File: src/rtl/ring_sel_pkg.sv
package ring_sel_pkg;
  typedef enum logic {HALF_LO = 1'b0, HALF_HI = 1'b1} half_e;
  localparam int MIN_STAGES = 4;
endpackage

File: src/rtl/ring_half.sv
module ring_half #(
  parameter int W = 4
) (
  input  logic         clk,
  input  logic         rst,
  input  logic         load,
  input  logic [W-1:0] load_pat,
  input  logic         ce,
  input  logic         din,
  output logic [W-1:0] q
);
  always_ff @(posedge clk) begin
    if (rst)       q <= '0;
    else if (load) q <= load_pat;
    else if (ce)   q <= (q << 1) | W'(din);
  end
endmodule

File: src/rtl/half_gate_ctrl.sv
module half_gate_ctrl (
  input  logic clk,
  input  logic rst,
  input  logic load,
  input  logic load_val,
  input  logic set_en,
  input  logic clr_en,
  output logic en
);
  // set/clear enable flop; set wins if both ever fire together
  always_ff @(posedge clk) begin
    if (rst)         en <= 1'b0;
    else if (load)   en <= load_val;
    else if (set_en) en <= 1'b1;
    else if (clr_en) en <= 1'b0;
  end
endmodule

File: src/rtl/ring_health.sv
module ring_health #(
  parameter int N = 8
) (
  input  logic         clk,
  input  logic         rst,
  input  logic         load,
  input  logic [N-1:0] sel,
  input  logic         en_a,
  input  logic         en_b,
  output logic         err
);
  localparam logic [N-1:0] ONE = {{(N-1){1'b0}}, 1'b1};
  logic none_hot, multi_hot, bad;

  always_comb begin
    none_hot  = (sel == '0);
    multi_hot = ((sel & (sel - ONE)) != '0);
    bad       = none_hot | multi_hot | (en_a == en_b);
  end

  always_ff @(posedge clk) begin
    if (rst || load) err <= 1'b0;
    else             err <= err | bad;
  end
endmodule

File: src/rtl/ring_row_selector.sv
module ring_row_selector #(
  parameter int N = 8
) (
  input  logic         clk,
  input  logic         rst,
  input  logic         load,
  input  logic         advance,
  output logic [N-1:0] row_sel,
  output logic         en_lo,
  output logic         en_hi,
  output logic         err
);
  import ring_sel_pkg::*;
  localparam int H = N / 2;

  initial begin
    if (N < MIN_STAGES || (N % 2) != 0)
      $error("ring_row_selector: N must be even and at least %0d", MIN_STAGES);
  end

  logic [H-1:0] q_half [2];
  logic [1:0]   en, set_en, clr_en, ce, din;

  for (genvar g = 0; g < 2; g++) begin : g_half
    localparam int OTHER = 1 - g;
    localparam logic [H-1:0] LOAD_PAT =
      (g == int'(HALF_LO)) ? {{(H-1){1'b0}}, 1'b1} : '0;

    assign din[g]    = q_half[OTHER][H-1];
    assign set_en[g] = advance & q_half[OTHER][H-1];
    assign clr_en[g] = advance & q_half[g][H-1];
    assign ce[g]     = advance & (en[g] | set_en[g]);

    ring_half #(.W(H)) u_half (
      .clk     (clk),
      .rst     (rst),
      .load    (load),
      .load_pat(LOAD_PAT),
      .ce      (ce[g]),
      .din     (din[g]),
      .q       (q_half[g])
    );

    half_gate_ctrl u_gate (
      .clk     (clk),
      .rst     (rst),
      .load    (load),
      .load_val(g == int'(HALF_LO)),
      .set_en  (set_en[g]),
      .clr_en  (clr_en[g]),
      .en      (en[g])
    );
  end

  assign row_sel = {q_half[1], q_half[0]};
  assign en_lo   = en[0];
  assign en_hi   = en[1];

  ring_health #(.N(N)) u_health (
    .clk (clk),
    .rst (rst),
    .load(load),
    .sel (row_sel),
    .en_a(en[0]),
    .en_b(en[1]),
    .err (err)
  );
endmodule

File: config.mk
export PLATFORM = sky130hd
export DESIGN_NAME = ring_row_selector
export DESIGN_NICKNAME = d
export VERILOG_FILES = /design/src/rtl/ring_sel_pkg.sv /design/src/rtl/ring_half.sv /design/src/rtl/half_gate_ctrl.sv /design/src/rtl/ring_health.sv /design/src/rtl/ring_row_selector.sv
export SDC_FILE = /design/constraint.sdc
export NUM_CORES = 1
export LEC_CHECK = 0
export CAP_MARGIN = 25
export CORE_MARGIN = 2
export CORE_UTILIZATION = 41
export DETAILED_ROUTE_END_ITERATION = 12
export GPL_ROUTABILITY_DRIVEN = 1
export PLACE_DENSITY = 0.66
export SKIP_LAST_GASP = 1
export SLEW_MARGIN = 0
export SYNTH_ARGS = -nofsm -noshare
export SYNTH_HDL_FRONTEND = slang
export SYNTH_HIERARCHICAL = 1
export SYNTH_SLANG_ARGS = --single-unit
File: constraint.sdc
create_clock -name clk -period 1.73 [get_ports clk]
set_clock_uncertainty 0.15 [all_clocks]
set_input_delay 0.2595 -clock clk [delete_from_list [all_inputs] [get_ports clk]]
set_output_delay 0.2595 -clock clk [all_outputs]
set_load 0.005 [all_outputs]
-- Yosys cells after proc, flatten, opt, wreduce, memory -nomap -nowiden
Cells that the tools add are included.
- $add $sub $neg: 1
- equality and inequality tests: 1
- muxes and demuxes: 7
- bitwise logic cells: 12
- reduce and logical (&&, ||, !) cells: 7
- operator list (cell ; count):
    $and 8x8->8 ; 1
    $logic_not 8->1 ; 1
    $or 4x1->4 ; 2
    $reduce_bool 8->1 ; 1
    $sub 8x1->8 const B ; 1
    $mux 1 ; 7
    $or 1x1->1 ; 5
    $and 1x1->1 ; 4
    $reduce_bool 2->1 ; 2
    $reduce_bool 3->1 ; 1
    $reduce_or 2->1 ; 1
    $eq 1x1->1 ; 1
    $logic_or 1x1->1 ; 1
- bits in registers: 11
- logic and storage cells: 34

-- Longest topological paths before layout
- depth in word-level cells: 6
- depth in mapped cells: 4

-- Modules after synthesis
The synthesis kept the hierarchy.
- by module, submodules not included (module ; instances ; cells each ; area an instance (sq um) ; sequential area each (sq um)):
    ring_half ; 2 ; 18 ; 190.2 ; 80.1
    ring_health ; 1 ; 16 ; 123.9 ; 20.0
    half_gate_ctrl ; 2 ; 5 ; 48.8 ; 20.0
    ring_row_selector ; 1 ; 6 ; 35.0 ; 0.0

-- Worst setup path before layout
OpenSTA, ideal clock, no wires.
- path type: reg2reg
- start point: register g_half[0].u_half.q[0]
- end point: register u_health.err
- library setup time: 0.131 ns
- data arrival time: 1.321 ns
- required time: 1.449 ns
- path slack: 0.128 ns
- stages on the path, launching flop included: 5
- buffers on the path: 0
- period minus slack after synthesis: 1.602 ns
- cells stage by stage: dfxtp_1 -> or4_4 -> o31a_1 -> o21ai_1 -> a311oi_1
- word-level cells in the longest chain between the ends: 6
- elaborated cells between the ends (all ways): 7
- RTL lines (what ; line ; text):
    start: declaration ; ring_half.sv:10 ; output logic [W-1:0] q
    start signal: assignment ; ring_half.sv:14 ; else if (load) q <= load_pat;
    start signal: assignment ; ring_half.sv:15 ; else if (ce) q <= (q << 1) | W'(din);
    $sub 8x1->8 ; ring_health.sv:17 ; multi_hot = ((sel & (sel - ONE)) != '0);
    $and 8x8->8 ; ring_health.sv:17 ;
    $reduce_bool 8->1 ; ring_health.sv:17 ;
    $or 1x1->1 (*) (2 in series) ; ring_health.sv:18 ; bad = none_hot | multi_hot | (en_a == en_b);
    $or 1x1->1 (*) ; ring_health.sv:23 ; else err <= err | bad;
    end signal: assignment ; ring_health.sv:23 ;
    end: declaration ; ring_health.sv:10 ; output logic err
Mark *: on every way between the ends. The rest lies on a longest branch, timed or not.
A chain may end at the register's enable or synchronous reset.

-- Worst setup path after layout
- start point: register g_half[0].u_half.q[1]
- end point: output row_sel[1]
- RTL lines (what ; line ; text):
    end: declaration ; ring_row_selector.sv:8 ; output logic [N-1:0] row_sel,
No word-level cell between the ends.

==> out/results.md <==
### Cells and area
• **post-route cell area** 884.6 µm²
• **layout overhead on the synthesized area** 38.90%
• **fraction of final layout cells sized beyond drive strength 1** 15.31%
• **most used cells in the layout excluding fill and tap cells** sky130_fd_sc_hd__clkdlybuf4s50_1 (14), sky130_fd_sc_hd__conb_1 (10), sky130_fd_sc_hd__dfxtp_1 (9)
• **Diodes inserted** 0
• **layout net count** 103
• **area occupied by multi-input gates** 411.6 µm²
• **most common cell after layout, fill and taps aside** sky130_fd_sc_hd__clkdlybuf4s50_1
• **Filler Cells Inserted** 142
• **FF/Latch Area** 222.7 µm²

### Global route
• **vias in the first global route** 530
• **total grt overflow** 0
• **initial antenna violation count** 0
• **wire length of the first global-routing pass** 2339 µm
• **Total Routing Usage GR** 16.74%
• **pin count of the biggest net entering global routing** 16

### Detailed routing
• **DRC errors left** 0
• **routed wire length per instance** 12.67 µm
• **first-pass detailed-route iteration total** 3
• **average via count per standard cell** 4.991
• **number of vias in the routed layout** 569
• **Total Wirelength** 1444 µm
• **detailed router's first-iteration violation count** 13
• **count of nets left with antenna violations after detail routing** 0

### Setup path
• **path type of the worst setup path** reg2out
• **kind of start point of the critical path** register
• **worst path required time** 1.32 ns
• **highest net fanout along the worst path** 5
• **Crit path arrival time** 1.30 ns
• **nature of the critical path endpoint** output port

### Synthesis
• **simple-gate share of the synthesized area** 18.07%
• **register bit total from synthesis** 11
• **Most used DFF post-synth** sky130_fd_sc_hd__dfxtp_1
• **post-synthesis adder-cell area fraction** 1.572%
• **synthesized instance count** 68
• **dominant cell type by area after synthesis** sky130_fd_sc_hd__dfxtp_1
• **EDFF count, synth** 0
• **compound-gate portion of the synthesized area** 24.17%
• **Cell Area, Synth** 636.9 µm²
• **combinational family with the most area after synthesis** compound AO/OA/AOI/OAI gates
• **async set-or-reset flop fraction in the synthesized netlist** 0%
• **Synth cell types** 25
• **Yosys warnings** 6
• **share of cell area taken by muxes after synthesis** 12.57%
• **fraction of synthesized cell area in xor and xnor cells** 1.375%
• **share of the synthesized area in the top cell type** 34.58%
• **average cell area after synthesis** 9.366 µm²
• **part of the Yosys area used for sequential elements** 34.58%
• **leading cell types by total area after synthesis** sky130_fd_sc_hd__dfxtp_1 (35%), sky130_fd_sc_hd__mux2i_1 (13%), sky130_fd_sc_hd__a211oi_1 (9.4%)

### Status
• **run status** completed

### STA
• **Worst Slack Setup Final** 0.02057 ns
• **total count of max-transition violations in the final report** 0
• **min Tclk post-route** 1.709 ns
• **Total Neg Setup Slack** 0 ns
• **period utilization** 98.81%
• **timing-limited maximum frequency** 585.0 MHz
• **total of endpoints with negative setup slack in the final report** 0
• **Hold Vio Cnt, Final** 0
• **unrepaired setup endpoints after global routing** yes
• **minimum hold slack** 0.3999 ns

### Place
• **area of placed instances** 849.6 µm²
• **Setup WS pre-CTS** 0.05048 ns
• **half-perimeter wire length after detailed placement** 1007 µm
• **last weighted congestion value of the routability-driven placer** 0.7400
• **Buffers on Ports** 14

### Clock tree
• **clock buffers created by TritonCTS** 3
• **Post-CTS Hold Fix Bufs** 0
• **H-tree Lvls** 1
• **clk_lat worst skew** 0.27 ns
• **maximum count of clock buffers along a single path** 2
• **TritonCTS clock tree** done
• **Clock Tree Root** sky130_fd_sc_hd__clkbuf_4
• **clock-pin slew on the worst setup and hold paths** 0.07 ns
• **clk sink count** 11

### Floorplan
• **placeable core region** 1489 µm²
• **Die W** 43.41 µm
• **floorplan die area** 1884 µm²
• **Die Span Y** 43.41 µm
• **number of top-level pins** 15
• **effective utilization at floorplan** 42.77%
• **number of core rows** 14

### Pwr
• **power per cell area** 736.0 nW/µm²
• **worst IR drop on VDD** 0.5064 mV
• **Total Power** 651.1 µW
• **leakage power** 0.0003531 µW

### Min path
• **class of the most critical hold timing path** reg2reg

### Run
• **max cap viols** 0

## registers in the layout, summed over array words and instances, names as in the netlist
name / cells
g_half.u_half/q: 8
u_health/err: 1
g_half.u_gate/en: 2
## worst max-delay path: stages (launching register included)
cell and delay [ns]:
sky130_fd_sc_hd__dfxtp_1 0.38, sky130_fd_sc_hd__buf_4 0.16, sky130_fd_sc_hd__clkdlybuf4s50_1 0.49
## Yosys cell counts (all sizes together), types with 2 or more instances
library cell and count:
a211oi 8, a221oi 2, and2 2, buf 2, conb 2, dfxtp 11
inv 5, mux2i 8, nand2b 2, nor2 2, nor2b 8, nor3 2
o21a 2
## kinds of logic after synthesis
logic type,after synthesis
buffers and inverters,7
AOI/OAI and AO/OA,19
and+or+nand+nor,19
other,2
xor gates and xnor gates,1
adders and majority gates,1
DFF,11
muxes,8
## where the power goes
group | switching [µW] | total (µW) | leakage, µW | internal, µW
registers | 24.8 | 299 | 0.0000921 | 274
clock network | 90.1 | 179 | 0.0000150 | 89.2
logic | 73.7 | 173 | 0.000246 | 99.4
total | 189 | 651 | 0.000353 | 462
## per-layer routing
metal	GRT usage, %	share of wire (%)	up-vias
met5	0	0	-
met2	24.48	45	9
met4	7.273	1.6	0
met3	3.750	2.4	4
met1	23.70	50	258
li1	-	-	298
## stage by stage
stage / util (%) / cells
global placement: 57.06 / 110
CTS: 58.82 / 114
global route: 59.41 / 114
finish: 59.41 / 114
floorplan: - / 76
detailed placement: 57.06 / 110
## final cells by class
cell class                 count  area share [%]
timing repair buffer          20           20.93
multi-input combinational     58           46.53
tap                           16           2.263
sequential                    11           25.18
inverter                       5           2.122
clock buffer                   4           2.970
## worst paths after layout
check	slack (ns)	startpoint	end	cells past startpoint
worst max-delay path	0.02	g_half[0].u_half/q[1]	row_sel[1]	2
worst min-delay path	0.40	g_half[0].u_gate/en	g_half[0].u_gate/en	2
worst max register to register	0.07	g_half[0].u_half/q[0]	u_health/err	4
worst min register to register	0.40	g_half[0].u_gate/en	g_half[0].u_gate/en	2
## what timing repair did
action | 4_1_cts | 5_1_grt
buffers inserted | 0 | 0
resized for setup | 0 | 3
setup endpoints to repair | 0 | 3
No activity file was read; power rests on OpenSTA's default activity.
